`config.mk`:
```
export PLATFORM = sky130hd
export DESIGN_NAME = store_conflict_table
export DESIGN_NICKNAME = d
export VERILOG_FILES = /design/src/rtl/sct_pkg.sv /design/src/rtl/sct_rst_sync.sv /design/src/rtl/sct_cam_match.sv /design/src/rtl/sct_free_pick.sv /design/src/rtl/store_conflict_table.sv
export SDC_FILE = /design/constraint.sdc
export NUM_CORES = 1
export LEC_CHECK = 0
export ABC_AREA = 0
export BUFFER_PORTS_ARGS = -buffer_cell sky130_fd_sc_hd__buf_2
export CAP_MARGIN = 20
export CORE_MARGIN = 4
export CORE_UTILIZATION = 55
export DETAILED_ROUTE_END_ITERATION = 8
export GPL_TIMING_DRIVEN = 0
export PLACE_DENSITY = 0.73
export SYNTH_ARGS = -nofsm -noshare
export SYNTH_HDL_FRONTEND = slang
export SYNTH_HIERARCHICAL = 1
export SYNTH_SLANG_ARGS = --single-unit
```
`constraint.sdc`:
```
create_clock -name clk -period 11.3 [get_ports clk]
set_clock_uncertainty 0.1 [all_clocks]
set_input_delay 2.26 -clock clk [delete_from_list [all_inputs] [get_ports clk]]
set_output_delay 2.26 -clock clk [all_outputs]
set_load 0.03 [all_outputs]
```
`src/rtl/sct_pkg.sv`:
```
package sct_pkg;
  localparam int unsigned MAX_TAG_W = 16;

  // True when tag t is younger than boundary b, ages taken from head h modulo 2^w.
  function automatic logic is_younger(input logic [MAX_TAG_W-1:0] t,
                                      input logic [MAX_TAG_W-1:0] h,
                                      input logic [MAX_TAG_W-1:0] b,
                                      input int w);
    logic [MAX_TAG_W-1:0] m;
    logic [MAX_TAG_W-1:0] age_t;
    logic [MAX_TAG_W-1:0] age_b;
    m     = MAX_TAG_W'((32'd1 << w) - 32'd1);
    age_t = (t - h) & m;
    age_b = (b - h) & m;
    return age_t > age_b;
  endfunction
endpackage

```
`src/rtl/sct_rst_sync.sv`:
```
module sct_rst_sync (
  input  logic clk,
  input  logic rst_n,
  output logic rst_n_sync
);
  logic [1:0] sync_q;

  always_ff @(posedge clk or negedge rst_n) begin
    if (!rst_n) sync_q <= 2'b00;
    else        sync_q <= {sync_q[0], 1'b1};
  end

  assign rst_n_sync = sync_q[1];
endmodule

```
`src/rtl/sct_cam_match.sv`:
```
module sct_cam_match #(
  parameter int N = 8,
  parameter int W = 32
) (
  input  logic [W-1:0]        key,
  input  logic [N-1:0][W-1:0] data,
  output logic [N-1:0]        eq
);
  for (genvar i = 0; i < N; i++) begin : g_cmp
    assign eq[i] = (data[i] == key);
  end
endmodule

```
`src/rtl/sct_free_pick.sv`:
```
module sct_free_pick #(
  parameter int N = 8
) (
  input  logic [N-1:0] busy,
  output logic [N-1:0] grant
);
  always_comb begin
    logic found;
    found = 1'b0;
    grant = '0;
    for (int i = 0; i < N; i++) begin
      if (!busy[i] && !found) begin
        grant[i] = 1'b1;
        found    = 1'b1;
      end
    end
  end
endmodule

```
`src/rtl/store_conflict_table.sv`:
```
module store_conflict_table #(
  parameter int DEPTH  = 8,
  parameter int ADDR_W = 32,
  parameter int TAG_W  = 4
) (
  input  logic              clk,
  input  logic              rst_n,
  input  logic              ins_valid,
  input  logic [ADDR_W-1:0] ins_addr,
  input  logic [TAG_W-1:0]  ins_tag,
  output logic              full,
  input  logic              ret_valid,
  input  logic [TAG_W-1:0]  ret_tag,
  input  logic              flush_valid,
  input  logic [TAG_W-1:0]  flush_tag,
  input  logic [TAG_W-1:0]  rob_head,
  input  logic [ADDR_W-1:0] ld_addr,
  output logic              ld_block
);
  localparam int PW = sct_pkg::MAX_TAG_W;

  logic                         rst_s;
  logic [DEPTH-1:0]             valid_q, valid_d;
  logic [DEPTH-1:0][ADDR_W-1:0] addr_q;
  logic [DEPTH-1:0][TAG_W-1:0]  tag_q;
  logic [DEPTH-1:0]             grant, wr_en;
  logic [DEPTH-1:0]             addr_eq, tag_eq;
  logic [DEPTH-1:0]             ld_hit, ret_hit, kill;
  logic                         ins_young, ins_acc;

  sct_rst_sync u_rst (.clk(clk), .rst_n(rst_n), .rst_n_sync(rst_s));

  sct_free_pick #(.N(DEPTH)) u_pick (.busy(valid_q), .grant(grant));

  sct_cam_match #(.N(DEPTH), .W(ADDR_W)) u_ld_cam (
    .key(ld_addr), .data(addr_q), .eq(addr_eq));

  sct_cam_match #(.N(DEPTH), .W(TAG_W)) u_ret_cam (
    .key(ret_tag), .data(tag_q), .eq(tag_eq));

  for (genvar i = 0; i < DEPTH; i++) begin : g_kill
    assign kill[i] = flush_valid && valid_q[i] &&
                     sct_pkg::is_younger(PW'(tag_q[i]), PW'(rob_head), PW'(flush_tag), TAG_W);
  end

  // Next state
  always_comb begin
    full      = &valid_q;
    ins_young = flush_valid &&
                sct_pkg::is_younger(PW'(ins_tag), PW'(rob_head), PW'(flush_tag), TAG_W);
    ins_acc   = ins_valid && !full && !ins_young;
    ld_hit    = addr_eq & valid_q;
    ret_hit   = tag_eq & valid_q & {DEPTH{ret_valid}};
    ld_block  = (|ld_hit) || (ins_acc && (ins_addr == ld_addr));
    wr_en     = grant & {DEPTH{ins_acc}};
    valid_d   = (valid_q & ~ret_hit & ~kill) | wr_en;
  end

  // Registers
  always_ff @(posedge clk or negedge rst_s) begin
    if (!rst_s) valid_q <= '0;
    else        valid_q <= valid_d;
  end

  for (genvar i = 0; i < DEPTH; i++) begin : g_slot
    always_ff @(posedge clk or negedge rst_s) begin
      if (!rst_s) begin
        addr_q[i] <= '0;
        tag_q[i]  <= '0;
      end else if (wr_en[i]) begin
        addr_q[i] <= ins_addr;
        tag_q[i]  <= ins_tag;
      end
    end

    // no survivor of a flush is younger than the boundary
    p_flush_kill_r7: assert property (@(posedge clk) disable iff (!rst_s)
      flush_valid |=> !(valid_q[i] &&
        sct_pkg::is_younger(PW'(tag_q[i]), PW'($past(rob_head)), PW'($past(flush_tag)), TAG_W)));
  end

  p_grant_onehot_r3: assert property (@(posedge clk) disable iff (!rst_s)
    $onehot0(wr_en));

  p_full_hold_r4: assert property (@(posedge clk) disable iff (!rst_s)
    full && !ret_valid && !flush_valid |=> full && $stable(addr_q));

  p_insert_grows_r3: assert property (@(posedge clk) disable iff (!rst_s)
    ins_acc && !ret_valid && !flush_valid |=>
      $countones(valid_q) == $countones($past(valid_q)) + 1);

  p_retire_shrinks_r5: assert property (@(posedge clk) disable iff (!rst_s)
    (|ret_hit) && !ins_valid && !flush_valid |=>
      $countones(valid_q) + 1 == $countones($past(valid_q)));

  p_empty_clear_r2: assert property (@(posedge clk) disable iff (!rst_s)
    (valid_q == '0) && !ins_valid |-> !ld_block);
endmodule

```
# == Yosys cells after proc, flatten, opt, wreduce, memory -nomap -nowiden ==
# Index checks and enable logic that the tools add are counted.
# word_totals
register_bits,298
out_inout_bits,2
elab_cells,122
# classes
add_sub_neg,10
order_cmp,9
n_eq_ne,17
mux,14
n_bitwise,9
n_reduce_logical,45
# op_table
cell,count
equality test 32 bit,9
AND 8 bit,6
subtractor 4 bit,10
greater-than comparator 4 bit,9
equality test 4 bit,8
logical AND 1 bit,27
NOT 8 bit,2
logical NOT 1 bit,15
two-way mux 1 bit,14
bitwise OR 8 bit,1
AND reduction 8 bit,1
OR reduction 8 bit,1
logical OR 1 bit,1

# == Logic depth before layout (Yosys ltp) ==
# logic_depth
ltp_word,23
mapped_depth,14
ltp_nobuf,12

# == Hierarchy ==
# The synthesis kept the hierarchy.
# modules_own_cells
mod,n_inst,cells_each,area_each_um2,seq_area_each_um2
store_conflict_table,1,953,13590.5,7407.1
sct_cam_match (u_ld_cam),1,376,3037.9,0.0
sct_cam_match (u_ret_cam),1,44,412.9,0.0
sct_free_pick,1,11,70.1,0.0
sct_rst_sync,1,3,53.8,50.0

# == Worst setup path before layout ==
# No wires, ideal clock.
# synth_path
path_type,in2out
from,in rob_head[1]
to,out ld_block
arrival_ps,4930
required_time_ps,8940
path_slack_ps,4010
path_stages,10
path_buffers,0
path_cell_list,inv_1 -> ha_1 -> a21o_1 -> a21oi_1 -> xnor2_1 -> ha_1 -> inv_1 -> o31ai_4 -> nand2_1 -> a31o_2
# synth_between
elab_chain_cells,7
elab_cells_between_ends,8
cone_classes,add/sub: 2; order compare: 1; reduce/logical: 5
# synth_lines
element,line_no,source
"start, declared",store_conflict_table.sv:16,"input logic [TAG_W-1:0] rob_head,"
"subtractor 4 bit, on equally long branches","sct_pkg.sv:13, sct_pkg.sv:14",
greater-than comparator 4 bit *,sct_pkg.sv:15,return age_t > age_b;
logical AND 1 bit *,store_conflict_table.sv:49,ins_young = flush_valid &&
logical NOT 1 bit *,store_conflict_table.sv:51,ins_acc = ins_valid && !full && !ins_young;
logical AND 1 bit *,store_conflict_table.sv:51,
logical AND 1 bit *,store_conflict_table.sv:54,ld_block = (|ld_hit) || (ins_acc && (ins_addr == ld_addr));
logical OR 1 bit *,store_conflict_table.sv:54,
"end, declared",store_conflict_table.sv:18,output logic ld_block
# Mark *: on every way between the ends. The rest lies on a longest branch, timed or not.

# == Worst setup path in the final report ==
# layout_path
from,in flush_tag[0]
to,out ld_block
# layout_between
elab_chain_cells,7
# layout_lines
element,line_no,source
"start, declared",store_conflict_table.sv:15,"input logic [TAG_W-1:0] flush_tag,"
subtractor 4 bit,sct_pkg.sv:14,age_b = (b - h) & m;
greater-than comparator 4 bit,sct_pkg.sv:15,
logical AND 1 bit,store_conflict_table.sv:49,
logical NOT 1 bit,store_conflict_table.sv:51,
logical AND 1 bit,store_conflict_table.sv:51,
logical AND 1 bit,store_conflict_table.sv:54,
logical OR 1 bit,store_conflict_table.sv:54,
# No other way between the ends.

==> impl_metrics.csv <==
group,metric,value,unit
cts,path_clk_slew,0.06,ns
global_routing,grt_overflow,0,
cts,post_cts_resized,0,
power,p_leak,9.042,nW
global_routing,grt.busiest_layer,"met2",
cells_and_area,post-route-util,0.6287,
sta,rsz0062_at_grt,"no",
global_routing,grt_max_degree,71,
cts,cts_sinks,298,
outcome,status,"finished clean",
critical_path,crit_family,"buffers and inverters",
cts,hold_buffers,0,
sta,fin_tns_setup,0,ns
sta,worst_pin_slew,1.076,ns
placement,gp_congestion,0.9119,
synth,ys_warn_count,6,
critical_path,r2r_slack,8.44,ns
synth,synth-edff-count,0,
die,ioPinCount,87,
die,initial_core_util,0.5597,
synth,synthArstFlopShare,1.000,
critical_path,r2r-end,"addr_q[105]",
synth,synth-seq-area-share,0.4344,
critical_path,crit_path_frequent_cell,"inv_1",
drt,vias_per_cell,5.741,
global_routing,grt_util_all_layers,0.2686,
drt,drt-total-wl,45480,um
drt,ant_nets,0,
power,power_density,206.3,nW/um^2
synth,synth_top_area_share,0.4344,
critical_path,crit_path_max_incr_delay,0.60,ns
cells_and_area,final_cells,1898,
sta,hold_slack,0.2285,ns
flow_run,maxCapViolCount,0,
die,die_x,184.7,um
synth,syn-num-nets,1532,
critical_path,cpMaxStageDelayCell,"o31ai_4",
cells_and_area,antenna_cells,0,
global_routing,grt_use_met2,0.4395,
synth,synth_flop_cell,"dfrtp_1",
die,coreArea,30670,um^2
cts,clockBufferDepth,3,
critical_path,cp-start-kind,"primary input",
die,die_y,184.7,um
sta,fmax,128.6,MHz
critical_path,worst_setup_path_end_kind,"output port",
cells_and_area,nFillCells,2438,
cts,clk_latency,0.52,ns
drt,num_vias,10897,
critical_path,crit_arrival,5.41,ns
power,max-vdd-ir-drop,0.1565,mV
drt,drtPass1Iterations,5,
cells_and_area,area_growth,12.33,%
sta,timing.final.crit_share,0.6880,
cts,htreeDepth,2,
critical_path,worst-path-buf-inv,5,
cts,cts_root_buffer,"clkbuf_16",
drt,drcViolationCount,0,
global_routing,antenna_found_initial,1,
synth,ys_types,43,
global_routing,grt_pass1_wl,68320,um
cts,numCtsBuffers,35,
synth,synth_area_leaders,"dfrtp_1, mux2_2, xor2_1",
drt,wl_per_cell,23.96,um
placement,dp.cells,1833,
die,num_rows,64,
cells_and_area,drive_above_1_share,0.3189,
critical_path,cp.required,8.94,ns
synth,synthCells,1387,
cts,cts_tree,"done",
sta,setup_violations,0,
power,finalPower,3.978,mW
die,die_area,34100,um^2
global_routing,grtUsageMet1,0.3629,
sta,fin_crit,7.775,ns
critical_path,cp_max_fo,9,
global_routing,gr-usage-met3,0.05348,
placement,dp_hpwl,31430,um
sta,slew_headroom,0.2777,
critical_path,worstSetupPathType,"primary input to output port",
critical_path,reg2reg_depth,7,
global_routing,grt_pass1_vias,11393,
critical_path,cp_cell_sequence,"clkbuf_1, inv_1, ha_1, inv_1, fa_1, inv_1, ha_1, a21oi_1, o31ai_4, nand2_1, a31o_2, buf_2",
critical_path,r2r-start,"valid_q[1]",
cts,cts_setup_buffers,0,
synth,synth_area,17170,um^2
placement,portBuffers,46,
synth,netlist.top_cell.by_area,"dfrtp_1",
sta,slew_viol_final,0,
synth,syn_avg_cell_area,12.38,um^2
cells_and_area,final_nets,1620,
drt,dr.first_iter.drc_count,655,
min_path,worstHoldPathType,"flop to asynchronous set/reset pin",
synth,synth-seq-cells,298,
sta,timing.final.hold_violations,0,
[where the power goes]
part	switching [mW]	total (mW)	internal, mW
combinational	0.570	1.18	0.606
sequential	0.224	1.59	1.36
clock	0.463	1.21	0.752
total	1.26	3.98	2.72
[layout by cell type, fill, tap and decap left out, types with 6 or more instances in the layout]
cell type	netlist	routed
xor2_1	321	321
dfrtp_1	298	297
mux2_2	280	280
nor4_1	72	72
buf_2	19	65
ha_1	50	50
xnor2_1	46	46
buf_6	39	39
clkbuf_16	0	36
inv_1	32	32
nand4_1	23	23
clkbuf_1	19	20
buf_1	19	19
nand2_1	19	19
a21oi_1	17	17
nor2_1	15	15
a21o_1	10	10
fa_1	10	10
clkinv_2	0	10
nor3b_1	8	8
mux2i_1	8	8
clkbuf_8	0	8
nor4_2	8	8
nand2b_1	7	7
nand3_1	7	7
a21oi_2	7	7
maj3_1	6	6
o21ai_0	6	6
o211ai_1	6	6
o21bai_1	6	6
[synth_stat cells, types with 3 or more instances]
master	instances
nand2b_1	7
buf_6	39
o21bai_1	6
a21oi_1	17
xor2_1	321
o21ai_0	6
buf_4	3
fa_1	10
buf_2	19
mux2i_1	8
inv_1	32
nand4_1	23
nor4_1	72
a21oi_2	7
nand3_1	7
ha_1	50
mux2_2	280
nand2_1	19
maj3_1	6
dfrtp_1	298
a22oi_1	4
a31o_2	3
o21a_1	4
xnor2_1	46
nor3b_1	8
nor4_2	8
nor2_1	15
a21o_1	10
o211ai_1	6
buf_1	19
clkbuf_1	19
[worst register-to-register path, stage by stage (launching register included)]
cell	delay [ns]
dfrtp_1	0.47
nand4_1	0.18
o21a_1	0.13
buf_1	0.30
nand2_1	0.13
a21oi_2	0.75
buf_6	0.32
mux2_2	0.37
[metal layers]
layer  vias up  part of all wire
met5         -           0.00024
met4         2             0.033
met3        98             0.060
met2       298              0.48
met1      5534              0.43
li1       4965                 -
[worst max path at each step]
stage	slack (ns)	endpoint	depth (start not counted)	startpoint
2_1_floorplan	2.28	addr_q[0]	0	u_rst/sync_q[1]
3_3_place_gp	-1.36	addr_q[109]	0	u_rst/sync_q[1]
3_5_place_dp	3.30	ld_block	12	rob_head[1]
4_1_cts	3.29	ld_block	12	rob_head[1]
5_1_grt	3.33	ld_block	12	flush_tag[0]
6_report	3.53	ld_block	12	flush_tag[0]
[state kept, by name (all words and copies together) (netlist names)]
name	count
valid_q	8
addr_q	256
tag_q	32
u_rst/sync_q	2
[cell families after synthesis]
family | after synthesis | synth area share
xor+xnor | 368 | 0.1889
flops | 298 | 0.4344
mux | 288 | 0.1884
simple gates | 164 | 0.05904
buf+inv | 132 | 0.04796
compound gates | 70 | 0.02952
fa+ha+maj | 66 | 0.05161
other cells | 1 | 0.0002185
[through the flow]
step | worst slack [ns] | instance area (um^2)
after global routing | 3.331 | 19280
after floorplan | 2.280 | 17170
after global placement | -1.357 | 17890
after detailed placement | 3.296 | 18000
final | 3.525 | 19280
after CTS | 3.287 | 19260
[area by class of cell]
class | count | area [um^2] | share of cell area
buffer | 99 | 699.4 | 0.03628
clock buffer | 45 | 1015 | 0.05263
clock inverter | 19 | 241.5 | 0.01252
inverter | 33 | 123.9 | 0.006424
multi-input combinational | 957 | 8885 | 0.4608
sequential | 298 | 7461 | 0.3870
tap | 396 | 495.5 | 0.02570
timing repair buffer | 51 | 360.3 | 0.01869
Note: power is estimated with default switching activity, not from simulation.
